<file path="src/rtl/fop_pkg.sv">
package fop_pkg;

  localparam int OP_W = 3;

  typedef enum logic [OP_W-1:0] {
    OP_LOAD  = 3'd0,
    OP_STORE = 3'd1,
    OP_ADD   = 3'd2,
    OP_SWAP  = 3'd3,
    OP_TAS   = 3'd4
  } fop_op_e;

endpackage

</file>
<file path="src/rtl/fop_bank.sv">
module fop_bank #(
  parameter int DATA_W = 32,
  parameter int ADDR_W = 4,
  localparam int DEPTH = 1 << ADDR_W
) (
  input  logic              clk,
  input  logic              rst_n,
  input  logic [ADDR_W-1:0] rd_addr,
  output logic [DATA_W-1:0] rd_data,
  input  logic              wr_en,
  input  logic [ADDR_W-1:0] wr_addr,
  input  logic [DATA_W-1:0] wr_data
);

  logic [DATA_W-1:0] mem_q [DEPTH];

  always_ff @(posedge clk) begin
    for (int i = 0; i < DEPTH; i++) begin
      if (!rst_n) begin
        mem_q[i] <= '0;
      end else if (wr_en && (wr_addr == ADDR_W'(i))) begin
        mem_q[i] <= wr_data;
      end
    end
  end

  assign rd_data = mem_q[rd_addr];

  // a write is visible to a read of the same word in the next cycle
  a_r8_write_visible: assert property (@(posedge clk) disable iff (!rst_n)
    ($past(wr_en) && (rd_addr == $past(wr_addr)) && !$past(!rst_n))
      |-> (rd_data == $past(wr_data)));

endmodule

</file>
<file path="src/rtl/fop_alu.sv">
module fop_alu
  import fop_pkg::*;
#(
  parameter int DATA_W = 32
) (
  input  fop_op_e           op,
  input  logic [DATA_W-1:0] old_word,
  input  logic [DATA_W-1:0] operand,
  output logic [DATA_W-1:0] new_word,
  output logic [DATA_W-1:0] reply_word,
  output logic              wr_en
);

  function automatic logic [DATA_W-1:0] phi_fn(fop_op_e f, logic [DATA_W-1:0] a,
                                                logic [DATA_W-1:0] b);
    case (f)
      OP_ADD:            return a + b;
      OP_STORE, OP_SWAP: return b;
      OP_TAS:            return a | {DATA_W{1'b1}};
      default:           return a;
    endcase
  endfunction

  function automatic logic [DATA_W-1:0] reply_fn(fop_op_e f, logic [DATA_W-1:0] a);
    logic [DATA_W-1:0] r;
    r = a;
    if (f == OP_STORE) begin
      r = '0;
    end else if (f == OP_TAS) begin
      r    = '0;
      r[0] = |a;
    end
    return r;
  endfunction

  function automatic logic writes_fn(fop_op_e f);
    case (f)
      OP_STORE, OP_ADD, OP_SWAP, OP_TAS: return 1'b1;
      default:                           return 1'b0;
    endcase
  endfunction

  assign new_word   = phi_fn(op, old_word, operand);
  assign reply_word = reply_fn(op, old_word);
  assign wr_en      = writes_fn(op);

endmodule

</file>
<file path="src/rtl/fop_reply.sv">
module fop_reply #(
  parameter int DATA_W = 32,
  parameter int TAG_W  = 4
) (
  input  logic              clk,
  input  logic              rst_n,
  input  logic              load,
  input  logic [DATA_W-1:0] in_data,
  input  logic [TAG_W-1:0]  in_tag,
  input  logic              rsp_ready,
  output logic              rsp_valid,
  output logic [DATA_W-1:0] rsp_data,
  output logic [TAG_W-1:0]  rsp_tag,
  output logic              can_accept
);

  logic              valid_q;
  logic [DATA_W-1:0] data_q;
  logic [TAG_W-1:0]  tag_q;

  always_ff @(posedge clk) begin
    if (!rst_n) begin
      valid_q <= 1'b0;
      data_q  <= '0;
      tag_q   <= '0;
    end else begin
      if (load) begin
        valid_q <= 1'b1;
        data_q  <= in_data;
        tag_q   <= in_tag;
      end else if (rsp_ready) begin
        valid_q <= 1'b0;
      end
    end
  end

  assign rsp_valid  = valid_q;
  assign rsp_data   = data_q;
  assign rsp_tag    = tag_q;
  assign can_accept = !valid_q || rsp_ready;

  // a stalled reply keeps its contents until taken
  a_r10_reply_hold: assert property (@(posedge clk) disable iff (!rst_n)
    (rsp_valid && !rsp_ready) |=> (rsp_valid && $stable(rsp_data) && $stable(rsp_tag)));

endmodule

</file>
<file path="src/rtl/fop_unit.sv">
module fop_unit
  import fop_pkg::*;
#(
  parameter int DATA_W = 32,
  parameter int ADDR_W = 4,
  parameter int TAG_W  = 4
) (
  input  logic              clk,
  input  logic              rst_n,
  input  logic              req_valid,
  output logic              req_ready,
  input  logic [OP_W-1:0]   req_op,
  input  logic [ADDR_W-1:0] req_addr,
  input  logic [DATA_W-1:0] req_operand,
  input  logic [TAG_W-1:0]  req_tag,
  output logic              rsp_valid,
  input  logic              rsp_ready,
  output logic [DATA_W-1:0] rsp_data,
  output logic [TAG_W-1:0]  rsp_tag
);

  // Named internal events
  logic              acc_fire;
  logic              slot_free;
  logic [DATA_W-1:0] bank_rd;
  logic [DATA_W-1:0] alu_new;
  logic [DATA_W-1:0] alu_reply;
  logic              alu_wr;
  logic              commit_wr;
  fop_op_e           op_dec;

  assign op_dec    = fop_op_e'(req_op);
  assign req_ready = slot_free;
  assign acc_fire  = req_valid && slot_free;
  assign commit_wr = acc_fire && alu_wr;

  fop_bank #(.DATA_W(DATA_W), .ADDR_W(ADDR_W)) u_bank (
    .clk     (clk),
    .rst_n   (rst_n),
    .rd_addr (req_addr),
    .rd_data (bank_rd),
    .wr_en   (commit_wr),
    .wr_addr (req_addr),
    .wr_data (alu_new)
  );

  fop_alu #(.DATA_W(DATA_W)) u_alu (
    .op         (op_dec),
    .old_word   (bank_rd),
    .operand    (req_operand),
    .new_word   (alu_new),
    .reply_word (alu_reply),
    .wr_en      (alu_wr)
  );

  fop_reply #(.DATA_W(DATA_W), .TAG_W(TAG_W)) u_reply (
    .clk        (clk),
    .rst_n      (rst_n),
    .load       (acc_fire),
    .in_data    (alu_reply),
    .in_tag     (req_tag),
    .rsp_ready  (rsp_ready),
    .rsp_valid  (rsp_valid),
    .rsp_data   (rsp_data),
    .rsp_tag    (rsp_tag),
    .can_accept (slot_free)
  );

  // every accepted request is answered next cycle with its own tag
  a_r9_tag_echo: assert property (@(posedge clk) disable iff (!rst_n)
    $past(acc_fire) |-> (rsp_valid && (rsp_tag == $past(req_tag))));

  // no new request is taken while a reply is stalled
  a_r10_no_accept: assert property (@(posedge clk) disable iff (!rst_n)
    (rsp_valid && !rsp_ready) |-> (!req_ready && !commit_wr));

  // load and unassigned opcodes never write the bank
  a_r3_load_no_write: assert property (@(posedge clk) disable iff (!rst_n)
    (acc_fire && (req_op == 3'd0 || req_op > 3'd4)) |-> !commit_wr);

  // a store answers with zero data
  a_r4_store_zero: assert property (@(posedge clk) disable iff (!rst_n)
    ($past(acc_fire) && ($past(req_op) == 3'd1)) |-> (rsp_data == '0));

  // test-and-set answers with a single boolean bit
  a_r6_tas_bool: assert property (@(posedge clk) disable iff (!rst_n)
    ($past(acc_fire) && ($past(req_op) == 3'd4)) |-> (rsp_data[DATA_W-1:1] == '0));

  // reply channel idle in the first cycle after reset
  a_r1_idle_after_reset: assert property (@(posedge clk)
    $past(!rst_n) |-> !rsp_valid);

endmodule

</file>
<file path="config.mk">
export PLATFORM = sky130hd
export DESIGN_NAME = fop_unit
export DESIGN_NICKNAME = d
export VERILOG_FILES = /design/src/rtl/fop_pkg.sv /design/src/rtl/fop_bank.sv /design/src/rtl/fop_alu.sv /design/src/rtl/fop_reply.sv /design/src/rtl/fop_unit.sv
export SDC_FILE = /design/constraint.sdc
export NUM_CORES = 1
export LEC_CHECK = 0
export ABC_AREA = 1
export CORE_MARGIN = 3
export CORE_UTILIZATION = 45
export DETAILED_ROUTE_END_ITERATION = 8
export SLEW_MARGIN = 20
export SYNTH_ARGS = -nofsm -noshare
export SYNTH_HDL_FRONTEND = slang
export SYNTH_SLANG_ARGS = --single-unit
</file>
<file path="constraint.sdc">
create_clock -name clk -period 5.51 [get_ports clk]
set_input_delay 1.102 -clock clk [delete_from_list [all_inputs] [get_ports clk]]
set_output_delay 1.102 -clock clk [all_outputs]
set_load 0.05 [all_outputs]
</file>
==> results.toml, run 1 <==
[run_status]
status = "finished clean"

[clock_tree]
htree_levels = 2
tritoncts = "done"
ctsHoldBuffers = 0
cts-resized-gates = 0
clkTransAtPathRegs_ns = 0.07
cts_sinks = 549
clock_latency_ns = 0.64
clockRootBuffer = "clkbuf_16"
cts_buffers = 59
post_cts_buffers = 0
clockBufferDepth = 3

[place]
place_congestion = 0.9468
dpl.hpwl_um = 60720
io_buffers = 84

[yosys]
ys.flop_type = "edfxtp_1"
synthTopCellsByArea = "edfxtp_1 (55%), nand2_1 (20%), nor2_1 (6.5%)"
syn_area_per_cell_sq_um = 8.405
yosysUniqueCellTypes = 46
synthDominantCellAreaShare = 0.5531
synth_edf_count = 512
netlist_instances = 3307
synthArstFlopShare = 0
synth_common_cells = "nand2_1 (1457), edfxtp_1 (512), nor2_1 (484), inv_1 (233), buf_2 (115)"
syn-cell-area_sq_um = 27800
syn_nets = 3386
ys_seq_area_frac = 0.5798
yosysMostFrequentCell = "nand2_1"
ys_warn_count = 0
ys_seq_elements = 549
yosys.area.top_type = "edfxtp_1"

[worst_setup_path]
cp.buffers_inverters = 6
worstSetupStartpoint = "req_addr[1]"
cp_slowest_stage_delay_ns = 0.59
cpMostUsedCell = "nand2_1"
start_kind = "input port"
arrival_ns = 5.26
crit_fanout = 34
worstPathRequired_ns = 5.88
slowest_stage = "o211ai_1"
setup.worst_path.class = "input port to register"
cp_cell_sequence = "buf_4 -> clkinv_2 -> nor2_4 -> buf_4 -> nand2_1 -> nand3_1 -> nand2_1 -> nand2_1 -> nor2_1 -> inv_1 -> ha_1 -> nand2_1 -> nor2_1 -> inv_1 -> o211ai_1 -> nand2_1 -> nand2_1 -> nand2_1 -> nand3_1 -> nand2_1 -> nand2_1 -> buf_12 -> nor2_1"
cp_top_family = "simple AND/OR/NAND/NOR gates"
reg2reg_from = "u_bank.mem_q[0][11]$_SDFFCE_PN0P_"
crit_path_end_kind = "register"

[cells_and_area]
multi_input_area_sq_um = 9961
drive_gt1_frac = 0.08602
syn_to_final_growth_pct = 14.76
antenna_cells_inserted = 0
fin_util = 0.5255
fill_cells = 5685
nNetsFinal = 3469
regArea_sq_um = 16120

[route]
drtPass1Iterations = 6
wl_per_cell_um = 21.76
drt-total-wl_um = 91890
postRouteAntennaNets = 0
via_count = 22500
drc = 0
first_iter_violations = 2291
vias_per_cell = 5.327

[timing]
relSlewSlack = 0.3315
finalSetupViolCount = 0
tightest_slew_ns = 1.003
finalHoldViolCount = 0
fin_crit_sh = 0.8877
skew_ns = 0.02208
rsz0062_at_grt = "false"
slew_violations = 0
fin_crit_ns = 4.891
max_freq_mhz = 204.4
setup_tns_ns = 0

[global_routing]
antenna_found_initial = 0
grt_pass1_wl_um = 136600
grt_remaining_overflow = 0
grt_start_max_net_pins = 72
grt_usage = 0.2844
grt_pass1_vias = 21650

[floorplanning]
dieArea_sq_um = 64790
boundaryPins = 85
die_w_um = 254.5
rows = 90
core_area_sq_um = 60700
die_y_um = 254.5
initial_core_util = 0.4580

[pwr]
ir_drop_mv = 0.2695
pwr_density_cell_nw_per_um2 = 315.0
leakage_nw = 14.44

[run]
cap_violations = 0

[hold_path]
min_path_type = "register to register"
min_from = "u_reply.rsp_data[17]$_SDFFE_PN0P_"
-- per-layer routing --
metal	GRT usage	wire [um]	up-vias
met1	0.4076	40490	10860
met5	0	0	-
li1	-	-	10680
met4	0.08650	2679	0
met2	0.4600	42650	815
met3	0.02978	6074	137
-- final timing paths --
path,cells past startpoint,end,slack [ns]
worst min register to register,2,u_reply.rsp_data[17]$_SDFFE_PN0P_,0.47
worst max-delay path,23,u_bank.mem_q[8][22]$_SDFFCE_PN0P_,0.62
worst max register to register,21,u_bank.mem_q[8][22]$_SDFFCE_PN0P_,1.45
worst min-delay path,2,u_reply.rsp_data[17]$_SDFFE_PN0P_,0.47
-- sequential cells by signal, indices dropped and copies added (netlist names) --
register	cells
u_bank.mem_q	512
u_reply.rsp_tag	4
u_reply.rsp_data	32
u_reply.rsp_valid	1
-- worst min-delay path: stages, from the launching register on --
cell	delay [ns]
dfxtp_1	0.31
nand2_1	0.06
a21oi_1	0.06
-- report_power, final --
part / internal (W) / switching, W / leakage [nW] / total [W]
clock: 0.00207 / 0.00169 / 0.891 / 0.00376
combinational: 0.000432 / 0.00110 / 7.94 / 0.00154
sequential: 0.00471 / 0.0000464 / 5.61 / 0.00475
-- placed cells by master (no fill, tap or decap), types with 31 or more instances in the layout --
cell / Yosys / routed
nand2_1: 1457 / 1447
edfxtp_1: 512 / 512
nor2_1: 484 / 478
inv_1: 233 / 233
a21oi_1: 100 / 100
clkdlybuf4s50_1: 0 / 82
buf_4: 6 / 82
nand3_1: 77 / 77
clkbuf_16: 0 / 60
o21ai_0: 41 / 41
dfxtp_1: 37 / 37
ha_1: 31 / 31
buf_12: 0 / 31
-- stage by stage --
stage | hold WS, ns | total power [W] | setup slack [ns] | instance area, sq um | instances
2_1_floorplan | 0.6888 | 0.005698 | 1.224 | 27800 | 3307
3_3_place_gp | 0.4547 | 0.006352 | 0.06884 | 30090 | 4111
3_5_place_dp | 0.4580 | 0.006362 | 0.07099 | 30090 | 4111
4_1_cts | 0.4692 | 0.01008 | 0.7365 | 31900 | 4223
5_1_grt | 0.4856 | 0.01039 | 0.3986 | 31900 | 4223
6_report | 0.4680 | 0.01005 | 0.6186 | 31900 | 4223
-- logic make-up after synthesis --
group                      count (synthesis)  share of synthesized area
AOI/OAI and AO/OA                        193                    0.04141
DFF                                      549                     0.5798
xor gates and xnor gates                   2                  0.0006303
buffers and inverters                    429                    0.06423
adders and majority gates                 32                    0.01467
and+or+nand+nor                         2102                     0.2993
-- layout make-up --
type                            count  area share
Sequential cell                   549      0.5052
Timing Repair Buffer              196     0.06484
Clock inverter                     29    0.005570
Tap cell                          782     0.03067
Inverter                          255     0.03016
Multi-Input combinational cell   2329      0.3123
Clock buffer                       83     0.05127
No activity file was read; power rests on OpenSTA's default activity.
==> inputs of run 2 (changes only) <==
Settings changed: CAP_MARGIN set to 20.
==> results of run 2 <==
Final layout, timing and power as in run 1 (identical DEF).
